--- config.mk ---
export PLATFORM = sky130hd
export DESIGN_NAME = mpu_supervisor
export DESIGN_NICKNAME = d
export VERILOG_FILES = /design/src/rtl/sup_pkg.sv /design/src/rtl/sup_sync.sv /design/src/rtl/sup_rst_gen.sv /design/src/rtl/sup_wdog.sv /design/src/rtl/mpu_supervisor.sv
export SDC_FILE = /design/constraint.sdc
export NUM_CORES = 1
export LEC_CHECK = 0
export BUFFER_PORTS_ARGS = -buffer_cell sky130_fd_sc_hd__buf_4
export CORE_ASPECT_RATIO = 0.75
export CORE_MARGIN = 2
export CORE_UTILIZATION = 53
export CTS_CLUSTER_SIZE = 20
export DETAILED_ROUTE_END_ITERATION = 6
export PLACE_DENSITY = 0.8
export SYNTH_ARGS = -nofsm -noshare
export SYNTH_HDL_FRONTEND = slang
export SYNTH_SLANG_ARGS = --single-unit
--- constraint.sdc ---
create_clock -name clk -period 3 [get_ports clk]
set_clock_uncertainty 0.05 [all_clocks]
set_input_delay 0.6 -clock clk [delete_from_list [all_inputs] [get_ports clk]]
set_output_delay 0.6 -clock clk [all_outputs]
set_load 0.02 [all_outputs]
--- src/rtl/sup_pkg.sv ---
package sup_pkg;

   // Period choice used by the watchdog timer.
   typedef enum logic {
      WD_PER_LONG  = 1'b0,
      WD_PER_SHORT = 1'b1
   } wd_per_e;

endpackage

--- src/rtl/sup_sync.sv ---
module sup_sync #(
   parameter int   STAGES  = 2,
   parameter logic RST_VAL = 1'b0
) (
   input  logic clk,
   input  logic arst_n,
   input  logic d,
   output logic q
);

   logic [STAGES-1:0] stage_q;

   generate
      if (STAGES == 1) begin : g_single
         always_ff @(posedge clk or negedge arst_n) begin
            if (!arst_n) stage_q <= RST_VAL;
            else         stage_q <= d;
         end
      end else begin : g_chain
         always_ff @(posedge clk or negedge arst_n) begin
            if (!arst_n) stage_q <= {STAGES{RST_VAL}};
            else         stage_q <= {stage_q[STAGES-2:0], d};
         end
      end
   endgenerate

   assign q = stage_q[STAGES-1];

endmodule

--- src/rtl/sup_rst_gen.sv ---
module sup_rst_gen #(
   parameter int RST_TICKS = 200,
   localparam int RW       = $clog2(RST_TICKS + 1)
) (
   input  logic clk,
   input  logic arst_n,
   input  logic tick,
   input  logic hold,
   input  logic trig,
   output logic rst_act
);

   localparam logic [RW-1:0] RELOAD = RW'(RST_TICKS);

   logic [RW-1:0] remain_q;

   always_ff @(posedge clk or negedge arst_n) begin
      if (!arst_n) begin
         remain_q <= RELOAD;
      end else if (hold || trig) begin
         remain_q <= RELOAD;
      end else if (tick && (remain_q != '0)) begin
         remain_q <= remain_q - 1'b1;
      end
   end

   assign rst_act = hold | (remain_q != '0);

endmodule

--- src/rtl/sup_wdog.sv ---
module sup_wdog
   import sup_pkg::*;
#(
   parameter int LONG_TICKS  = 1600,
   parameter int SHORT_TICKS = 100,
   localparam int WW         = $clog2(LONG_TICKS + 1)
) (
   input  logic clk,
   input  logic arst_n,
   input  logic tick,
   input  logic wd_lvl,
   input  logic disable_i,
   input  logic short_sel,
   input  logic hold,
   output logic edge_o,
   output logic timeout_o,
   output logic wdo_n
);

   localparam logic [WW-1:0] LONG_LAST  = WW'(LONG_TICKS - 1);
   localparam logic [WW-1:0] SHORT_LAST = WW'(SHORT_TICKS - 1);

   logic          prev_q;
   logic          first_q;
   logic          wdo_n_q;
   logic [WW-1:0] cnt_q;
   logic [WW-1:0] last_val;
   logic          active;
   wd_per_e       per_sel;

   always_ff @(posedge clk or negedge arst_n) begin
      if (!arst_n) prev_q <= 1'b0;
      else         prev_q <= wd_lvl;
   end

   assign edge_o = wd_lvl ^ prev_q;
   assign active = !disable_i && !hold;

   always_comb begin
      if (!first_q && short_sel) per_sel = WD_PER_SHORT;
      else                       per_sel = WD_PER_LONG;
   end

   assign last_val  = (per_sel == WD_PER_SHORT) ? SHORT_LAST : LONG_LAST;
   assign timeout_o = active && !edge_o && tick && (cnt_q >= last_val);

   always_ff @(posedge clk or negedge arst_n) begin
      if (!arst_n) begin
         cnt_q   <= '0;
         first_q <= 1'b1;
         wdo_n_q <= 1'b1;
      end else if (!active) begin
         cnt_q   <= '0;
         first_q <= 1'b1;
         wdo_n_q <= 1'b1;
      end else if (edge_o) begin
         cnt_q   <= '0;
         first_q <= 1'b0;
         wdo_n_q <= 1'b1;
      end else if (timeout_o) begin
         cnt_q   <= '0;
         first_q <= 1'b1;
         wdo_n_q <= 1'b0;
      end else if (tick) begin
         cnt_q   <= cnt_q + 1'b1;
      end
   end

   assign wdo_n = wdo_n_q;

endmodule

--- src/rtl/mpu_supervisor.sv ---
module mpu_supervisor #(
   parameter int SYNC_STAGES    = 2,
   parameter int RST_TICKS      = 200,
   parameter int WD_LONG_TICKS  = 1600,
   parameter int WD_SHORT_TICKS = 100
) (
   input  logic clk,
   input  logic por_n,
   input  logic tick_i,
   input  logic supply_low_i,
   input  logic wd_in_i,
   input  logic wd_float_i,
   input  logic wd_short_sel_i,
   input  logic ce_in_n_i,
   output logic rst_n_o,
   output logic rst_o,
   output logic wdo_n_o,
   output logic low_line_n_o,
   output logic ce_out_n_o
);

   generate
      if (SYNC_STAGES < 2) begin : g_bad_sync
         $error("SYNC_STAGES must be at least 2");
      end
      if (RST_TICKS < 1) begin : g_bad_rst
         $error("RST_TICKS must be at least 1");
      end
      if (WD_SHORT_TICKS < 2) begin : g_bad_short
         $error("WD_SHORT_TICKS must be at least 2");
      end
      if (WD_LONG_TICKS <= WD_SHORT_TICKS) begin : g_bad_long
         $error("WD_LONG_TICKS must exceed WD_SHORT_TICKS");
      end
      if (WD_LONG_TICKS <= RST_TICKS) begin : g_bad_ratio
         $error("WD_LONG_TICKS must exceed RST_TICKS");
      end
   endgenerate

   logic low_q;
   logic wd_q;
   logic wd_edge;
   logic wd_timeout;
   logic rst_act;

   sup_sync #(.STAGES(SYNC_STAGES), .RST_VAL(1'b0)) u_sync_low (
      .clk    (clk),
      .arst_n (por_n),
      .d      (supply_low_i),
      .q      (low_q)
   );

   sup_sync #(.STAGES(SYNC_STAGES), .RST_VAL(1'b0)) u_sync_wd (
      .clk    (clk),
      .arst_n (por_n),
      .d      (wd_in_i),
      .q      (wd_q)
   );

   sup_wdog #(.LONG_TICKS(WD_LONG_TICKS), .SHORT_TICKS(WD_SHORT_TICKS)) u_wdog (
      .clk       (clk),
      .arst_n    (por_n),
      .tick      (tick_i),
      .wd_lvl    (wd_q),
      .disable_i (wd_float_i),
      .short_sel (wd_short_sel_i),
      .hold      (low_q),
      .edge_o    (wd_edge),
      .timeout_o (wd_timeout),
      .wdo_n     (wdo_n_o)
   );

   sup_rst_gen #(.RST_TICKS(RST_TICKS)) u_rst (
      .clk     (clk),
      .arst_n  (por_n),
      .tick    (tick_i),
      .hold    (low_q),
      .trig    (wd_timeout),
      .rst_act (rst_act)
   );

   assign rst_n_o      = ~rst_act;
   assign rst_o        = rst_act;
   assign low_line_n_o = ~low_q;
   assign ce_out_n_o   = low_q | ce_in_n_i;

endmodule

Yosys cells after proc, flatten, opt, wreduce, memory -nomap -nowiden:

Index checks and enable logic that the tools add are counted.

* bits in latches: 0
* RAM bits: 0
* register bits after elaboration: 26
* memory bits (read-only): 0
* memories: 0
* word-level logic and storage cells: 44
* output and inout bits: 5
* input port bits: 8

* div/mod/pow operators: 0
* eq/ne operators: 2
* muxes and demuxes: 14
* $mul: 0
* bitwise logic cells: 5
* $add $sub $neg: 2
* reduce and logical (&&, ||, !) cells: 13
* magnitude comparators: 1
* shift operators: 0

Operators with widths (count)
* 11-bit 2-to-1 mux: 5
* 8-bit 2-to-1 mux: 2
* 11-bit by 1-bit adder with 11-bit output (second input constant): 1
* 11-bit >= comparator: 1
* 8-bit nonzero test: 1
* 8-bit by 1-bit subtractor with 8-bit output (second input constant): 1
* 1-bit 2-to-1 mux: 7
* 1-bit logical AND: 6
* 1-bit zero test: 4
* 4-bit by 2-bit != test with 1-bit output (second input constant): 1
* 3-bit by 1-bit != test with 1-bit output (second input constant): 1
* 1-bit NOT: 2
* 1-bit bitwise OR: 2
* 2-bit nonzero test: 1
* 1-bit logical OR: 1
* 1-bit bitwise XOR: 1

Depth between registers and ports, before layout:

Gate-level depths: netlist (run 1).

* depth after elaboration: 9
* gate-level depth with buffers: 7
* mapped depth without buffers: 7

Cells and area by module:

From an unflattened synthesis (run 1), not the netlist that was laid out.

* cells, all modules: 158
* area, all modules: 1519.0 um2

By module, submodules not included
* sup_wdog: times used 1, cells an instance 99, sequential area each 352.8 um2, area each 895.9 um2
* sup_rst_gen: times used 1, cells an instance 52, sequential area each 203.9 um2, area each 509.2 um2
* sup_sync: times used 2, cells an instance 2, sequential area each 50.0 um2, area each 50.0 um2
* mpu_supervisor: times used 1, cells an instance 3, sequential area each 0.0 um2, area each 13.8 um2

Least setup slack after synthesis (run 1):

No wires, ideal clock.

* path type: register to output
* start: register u_rst.remain_q[0]
* end: output port rst_n_o
* required time: 2350 ps
* setup slack: 825 ps
* cell stages (with the launch flop): 6
* path buffers: 0
* arrival time: 1525 ps
* path through: dfrtp_1 -> inv_1 -> ha_1 -> nor3b_1 -> nand3_1 -> inv_1

* cells in the longest elaborated chain, start to end: 3

Ends and longest elaborated chain
* from (decl): RTL line sup_rst_gen.sv:15 `logic [RW-1:0] remain_q;`
* from (signal assigned): RTL line sup_rst_gen.sv:23 `remain_q <= remain_q - 1'b1;`
* 8-bit nonzero test: RTL line sup_rst_gen.sv:27 `assign rst_act = hold | (remain_q != '0);`
* 1-bit bitwise OR: RTL line sup_rst_gen.sv:27
* net rst_o: RTL line mpu_supervisor.sv:16 `output logic rst_o,`
* 1-bit NOT: RTL line mpu_supervisor.sv:82 `assign rst_n_o = ~rst_act;`
* to (decl): RTL line mpu_supervisor.sv:15 `output logic rst_n_o,`

The timed path passes the listed nets, and every way through them passes these cells.

Final worst setup path (run 1):

* start: register u_rst.remain_q[0]
* end: output port rst_n_o

* cells in the longest elaborated chain, start to end: 3

Ends and longest elaborated chain (RTL line)
* 8-bit nonzero test: sup_rst_gen.sv:27
* 1-bit bitwise OR: sup_rst_gen.sv:27
* 1-bit NOT: mpu_supervisor.sv:82

Every way passes these cells.

==> impl_results.md, run 1 <==
- Status: completed
- Final ANT Viol Nets: 0
- Synth Register Bits: 26
- Register-to-register setup slack: 0.90 ns
- Die Span Y: 48.0 um
- Routed WL: 2.86 mm
- Detail Placement HPWL: 2.01 mm
- Startpoint Class: flop
- Global-route wire length before repair: 4.79 mm
- Commonest cells post-synth: 21 x dfrtp_1, 15 x nor2_1, 11 x nand2_1, 11 x nor3_1, 10 x nand3_1
- Mapped cell area: 1370 um2
- Largest net degree at the start of global routing: 27
- FF-to-FF Start: u_rst.remain_q[0]$_DFFE_PN0P_
- Global Route Usage Sum: 20.9%
- Reg2Reg Depth: 7
- Worst hold margin: 0.0976 ns
- CTS Buffer Depth: 2
- Placed Instance Area: 1480 um2
- Slew headroom: 59.6%
- CP arrival: 1.91 ns
- Setup TNS: 0 ns
- Peak VDD IR: 0.358 mV
- Synth area leaders: dfrtp_1 38%, dfstp_2 9.6%, nor2_1 4.1%
- Vias in the first global route: 1,042
- Clock Sink Count: 26
- Final setup viols: 0
- Crit Path Class: flop to output pin
- Htree depth: 1
- Power Total: 704 uW
- Total Nets Final: 165
- Dpl ws: 0.747 ns
- Sequential cell area: 657 um2
- # IOs: 13
- Syn Nets: 150
- Leakage: 0.000651 uW
- Via density: 5.95
- CTS Hold Bufs: 0
- RePlAce Congestion: 0.867
- Clk_lat worst skew: 0.32 ns
- Area growth from synthesis to layout: 11.9%
- Fmax achieved: 391 MHz
- Clock-pin slew on the worst setup and hold paths: 0.14 ns
- Final period utilization: 85.3%
- Via Count: 1,112
- RSZ-0062 raised after global routing: false
- Initial core utilization: 57.8%
- Cell with the most instances after synthesis: dfrtp_1
- Synth cell types: 38
- Tmin final: 2.56 ns
- Top_reg_cell synth: dfrtp_1
- Critical R2R Capture: u_rst.remain_q[1]$_DFFE_PN0P_
- Footprint of the multi-input gates: 668 um2
- TritonCTS buffer count: 3
- Die width: 62.6 um
- CP Capture Type: output pin
- Post-CTS Setup Inserts: 0
- Post-route cell area: 1530 um2
- Max capacitance violation total: 0
- FP Rows: 15
- Final hold violation count: 0
- Fillers: 198
- Worst slew pin tran: 0.600 ns
- PwrDens: 461 nW/um2
- Area leader, netlist: dfrtp_1
- Sequential fraction of the synthesis area: 48.1%
- Die ar.: 3000 um2
- Total core area: 2360 um2
- IO buf count: 12
- M1 GR Usage: 27.5%
- Setup ws final: 0.442 ns
- Ys Warns: 0
- Share of the synthesized area in the top cell type: 38.5%
- Most Crowded Layer GR: met2
- Total global routing overflow: 0
- Met3 usage: 5.18%
- TritonRoute pass-1 iters: 4
- Worst hold-check path type: primary input to asynchronous set/reset pin
- Critical Path RT: 2.35 ns
- Layout cells sized above 1: 19.6%
- EDFF count, synth: 0
- Avg Cell Area, Syn: 9.83 um2
- WL/cell: 15.3 um
- CTS tree: built
- Post-route DRC violation count: 0
- Root buffer cell: clkbuf_4
- Antenna violations before repair: 0
- Fin. max-slew vios: 0
- Number of diodes: 0
- Worst-path fanout max: 5
- Grt met2 use: 36.6%
- Post-Syn Instances: 139
- Initial DRC count: 101
- CTS resizes: 0
- Post-synth ARST share: 100%
==> placed cells by master, fill, tap and decap left out, types with 2 or more instances in the layout <==
master / count
dfrtp_1: 21
nor2_1: 15
buf_4: 12
nand2_1: 11
nor3_1: 11
nand3_1: 10
a21oi_1: 9
xor2_1: 6
inv_1: 5
dfstp_2: 5
xnor2_1: 4
and3_1: 3
ha_1: 3
clkbuf_4: 3
nor3b_1: 2
nor4_1: 2
nand4_2: 2
nand2b_1: 2
nand4_1: 2
o21ai_1: 2
or3_1: 2
mux2i_1: 2
a31oi_1: 2
==> logic make-up (layout without fill, tap and decap cells) <==
family	Yosys count	in the layout	synth area share (%)
flip-flops	26	26	48.1
adder cells (fa/ha/maj)	3	3	2.75
multiplexers	4	4	3.39
XOR/XNOR	10	10	6.41
buffers and inverters	7	21	3.02
AO/OA/AOI/OAI	20	20	8.97
AND/OR/NAND/NOR	69	69	27.4
==> per-stage QoR <==
stage	std cells	utilization, %
global route	187	64.7
global placement	183	62.4
CTS	187	64.7
floorplan	139	-
detailed placement	183	62.4
finish	187	64.7
==> metal layers <==
metal / routed length, um / vias up / part of all wire, %
met3: 186 / 5 / 6.5
li1: - / 526 / -
met5: 0 / - / 0
met4: 38 / 0 / 1.3
met1: 1280 / 536 / 45
met2: 1350 / 45 / 47
==> worst max-delay path, cell delays in order (launching register included) <==
cell,delay (ns)
dfrtp_1,0.39
inv_1,0.10
ha_1,0.23
nor3b_1,0.47
nand3_1,0.17
inv_1,0.08
buf_4,0.13
==> worst max path at each step <==
stage	from	endpoint	slack, ns
after detailed placement	wd_short_sel_i	u_rst.remain_q[5]$_DFFE_PN0P_	0.75
after floorplan	u_rst.remain_q[0]$_DFFE_PN0P_	rst_n_o	0.82
after global placement	wd_short_sel_i	u_rst.remain_q[5]$_DFFE_PN0P_	0.85
after CTS	u_rst.remain_q[0]$_DFFE_PN0P_	rst_n_o	0.44
after global routing	u_rst.remain_q[0]$_DFFE_PN0P_	rst_n_o	0.30
final	u_rst.remain_q[0]$_DFFE_PN0P_	rst_n_o	0.44
==> power by group <==
part,internal [uW],leakage (uW),switching (uW)
Clock,135,0.0000279,103
Combinational,36.4,0.000292,47.2
Sequential,368,0.000331,14.8
==> final cells by class <==
class / instances / area share [%]
clock buffer: 3 / 1.47
clock inverter: 1 / 1.96
inverter: 5 / 1.23
multi-input combinational: 106 / 43.7
sequential: 26 / 43.0
tap: 34 / 2.78
timing repair buffer: 12 / 5.89
==> state kept, by name, indices dropped and copies added (netlist names) <==
signal / flops
u_rst.remain_q: 8
u_sync_low.stage_q: 2
u_wdog.prev_q: 1
u_wdog.first_q: 1
u_wdog.cnt_q: 11
u_sync_wd.stage_q: 2
u_wdog.wdo_n: 1
Power figures use the tool's default switching activity.
==> inputs of run 2 (changes only) <==
--- a/config.mk
+++ b/config.mk
@@ -5,13 +5,13 @@
 export SDC_FILE = /design/constraint.sdc
 export NUM_CORES = 1
 export LEC_CHECK = 0
+export ABC_AREA = 1
 export BUFFER_PORTS_ARGS = -buffer_cell sky130_fd_sc_hd__buf_4
-export CORE_ASPECT_RATIO = 0.75
-export CORE_MARGIN = 2
+export CORE_ASPECT_RATIO = 1.2
 export CORE_UTILIZATION = 53
 export CTS_CLUSTER_SIZE = 20
 export DETAILED_ROUTE_END_ITERATION = 6
-export PLACE_DENSITY = 0.8
+export PLACE_DENSITY = 0.79
 export SYNTH_ARGS = -nofsm -noshare
 export SYNTH_HDL_FRONTEND = slang
 export SYNTH_SLANG_ARGS = --single-unit
==> run 2 against run 1 <==
  * Global-route usage rose by 0.18 points
  * Synthesized cell count rose by 24%
  * Register-to-register slack got worse by 0.04 ns
  * Largest cell class is now flip-flops and latches
  * Synthesized area rose by 1.6%
  * Die area fell by 5.9%
  * Final cell count rose by 17%
  * Worst setup slack improved by 0.19 ns
  * Core utilization rose by 0.87 points
  * Fmax rose by 8.0%
==> impl_results.md, run 2 <==
- Cell with the most instances after synthesis: nand2_1
- Startpoint Class: flop
- CTS resizes: 0 (unchanged)
- Via Count: 1,134 (+2.0%)
- Clock Sink Count: 26 (unchanged)
- Routed WL: 2.62 mm (-8.5%)
- CTS tree: built
- Vias in the first global route: 1,181 (+13%)
- Initial DRC count: 15 (-85%)
- RePlAce Congestion: 0.798 (-8.0%)
- WL/cell: 11.9 um (-22%)
- Tmin final: 2.37 ns (-0.191 ns)
- Syn Nets: 184 (+23%)
- Commonest cells post-synth: 36 x nand2_1, 27 x nor2_1, 21 x dfrtp_1, 21 x inv_1, 15 x nand3_1
- Total global routing overflow: 0 (unchanged)
- Placed Instance Area: 1510 um2 (+1.9%)
- CTS Hold Bufs: 0 (unchanged)
- Worst path cell trace: inv_1 -> ha_1 -> nand2_1 -> nor2_4 -> nand2_2 -> nor2_1 -> inv_1 -> buf_4
- Crit Path Class: flop to output pin
- RSZ-0062 raised after global routing: false
- Final hold violation count: 0 (unchanged)
- Area leader, netlist: dfrtp_1
- Number of diodes: 0 (unchanged)
- Final ANT Viol Nets: 0 (unchanged)
- Die ar.: 2830 um2 (-5.9%)
- Global Route Usage Sum: 21.1% (+0.18 points)
- Fillers: 205 (+3.5%)
- Total Nets Final: 200 (+21%)
- Post-route cell area: 1560 um2 (+1.9%)
- Post-CTS Setup Inserts: 0 (unchanged)
- CTS Buffer Depth: 2 (unchanged)
- FP Rows: 19 (+4)
- Setup ws final: 0.633 ns (+0.191 ns)
- TritonCTS buffer count: 3 (unchanged)
- Biggest regs: u_wdog.cnt_q: 11 flops, u_rst.remain_q: 8 flops
- Setup TNS: 0 ns (unchanged)
- EDFF count, synth: 0 (unchanged)
- Most common cell after layout, fill and taps aside: nand2_1
- Share of the synthesized area in the top cell type: 37.9% (-0.59 points)
- Clock-pin slew on the worst setup and hold paths: 0.14 ns (about the same)
- Top_reg_cell synth: dfrtp_1
- CP arrival: 1.72 ns (-0.19 ns)
- Sequential fraction of the synthesis area: 47.3% (-0.74 points)
- Antenna violations before repair: 0 (unchanged)
- Largest net degree at the start of global routing: 27 (unchanged)
- Worst hold margin: 0.108 ns (+0.0103 ns)
- Ys Warns: 0 (unchanged)
- Peak VDD IR: 0.354 mV (-1.1%)
- CP Capture Type: output pin
- Synth Register Bits: 26 (unchanged)
- Global-route wire length before repair: 4.64 mm (-3.2%)
- # IOs: 13 (unchanged)
- Fmax achieved: 422 MHz (+8.0%)
- Status: completed
- Worst hold-check path type: primary input to asynchronous set/reset pin
- Worst-path fanout max: 4 (-1)
- Mapped cell area: 1390 um2 (+1.6%)
- Worst slew pin tran: 0.349 ns (-0.252 ns)
- Detail Placement HPWL: 2.03 mm (+0.98%)
- Final period utilization: 78.9% (-6.4 points)
- Biggest register: u_wdog.cnt_q
- Synth cell types: 26 (-32%)
- Htree depth: 1 (unchanged)
- Max reg flops: 11 (unchanged)
- Synth area leaders: dfrtp_1 38%, nand2_1 9.7%, dfstp_2 9.5%
- Slew headroom: 76.6% (+17 points)
- Clk_lat worst skew: 0.31 ns (about the same)
- TritonRoute pass-1 iters: 4 (unchanged)
- Most frequent cells in the layout: 36 x nand2_1, 27 x nor2_1, 21 x inv_1, 21 x dfrtp_1, 15 x nand3_1
- Die width: 48.7 um (-22%)
- IO buf count: 12 (unchanged)
- Post-route DRC violation count: 0 (unchanged)
- Area growth from synthesis to layout: 12.3%
- Post-Syn Instances: 173 (+24%)
- Die Span Y: 58.1 um (+21%)
- Post-synth ARST share: 100% (unchanged)
- Initial core utilization: 58.4% (+0.59 points)
- Power Total: 696 uW (-1.2%)
- Critical Path RT: 2.35 ns (about the same)
- PwrDens: 447 nW/um2 (-3.0%)
- Leakage: 0.000760 uW (+17%)
- Fin. max-slew vios: 0 (unchanged)
- Critical path's most frequent cell: inv_1
- Root buffer cell: clkbuf_4
- Dpl ws: 0.677 ns (-0.0693 ns)
- Final setup viols: 0 (unchanged)
- Layout cells sized above 1: 18.1% (-1.5 points)
- Max capacitance violation total: 0 (unchanged)
- Avg Cell Area, Syn: 8.02 um2 (-18%)
- Via density: 5.18 (-13%)
- Slowest CP cell: dfrtp_1
- CP peak stage delay: 0.46 ns (about the same)
- Total core area: 2380 um2 (+0.53%)
## run 2: where the power goes
group	switching [uW]	internal, uW	leakage, uW
clock network	99.1	135	0.0000279
logic	48.9	32.6	0.000400
registers	12.7	368	0.000331
## run 2: final cells by class
class	count	area (um2)	area share, %
clock inverters	1	30.0	1.93
multi-input cells	121	626	40.2
inverters	25	93.8	6.02
repair buffers	12	90.1	5.78
clock buffers	3	22.5	1.45
well taps	31	38.8	2.49
flip-flops and latches	26	657	42.2
## run 2: layer usage
metal	global-route usage, %	vias to the layer above	wire length, um
met1	23.6	544	1150
li1	-	572	-
met3	2.10	6	41
met2	39.1	12	1370
met4	12.2	0	50
met5	0	-	0
## run 2: worst paths after layout
path / cells after the start / end / start / slack (ns)
setup / recovery: 8 / rst_o / u_rst.remain_q[0]$_DFFE_PN0P_ / 0.63
hold / removal: 1 / u_wdog.cnt_q[8]$_DFFE_PN0P_ / por_n / 0.11
setup reg to reg: 12 / u_wdog.cnt_q[7]$_DFFE_PN0P_ / u_wdog.first_q$_DFFE_PN1P_ / 0.86
hold reg to reg: 0 / u_sync_wd.stage_q[1]$_DFF_PN0_ / u_sync_wd.stage_q[0]$_DFF_PN0_ / 0.32
max in group asynchronous: 1 / u_rst.remain_q[6]$_DFFE_PN1P_ / por_n / 2.49
min in group clk: 0 / u_sync_wd.stage_q[1]$_DFF_PN0_ / u_sync_wd.stage_q[0]$_DFF_PN0_ / 0.32
## run 2: kinds of logic (layout without fill, tap and decap cells)
group                      after synthesis  in the layout  synth area share (%)
xor gates and xnor gates                 8              8                  5.05
and+or+nand+nor                         95             95                  31.4
adders and majority gates                3              3                  2.71
DFF                                     26             26                  47.3
buffers and inverters                   26             41                  7.57
AOI/OAI and AO/OA                       15             15                  5.95
## run 2: critical path: cells and delay by family, from the launching register on
family	cells	cell delay (ns)
adders and majority gates	1	0.20
DFF	1	0.46
buffers and inverters	3	0.28
and+or+nand+nor	4	0.45
## run 2: through the flow
step                      utilization [%]  std cells
after detailed placement             63.3        215
after global routing                 65.5        219
after floorplan                         -        173
final                                65.5        219
after CTS                            65.5        219
after global placement               63.3        215
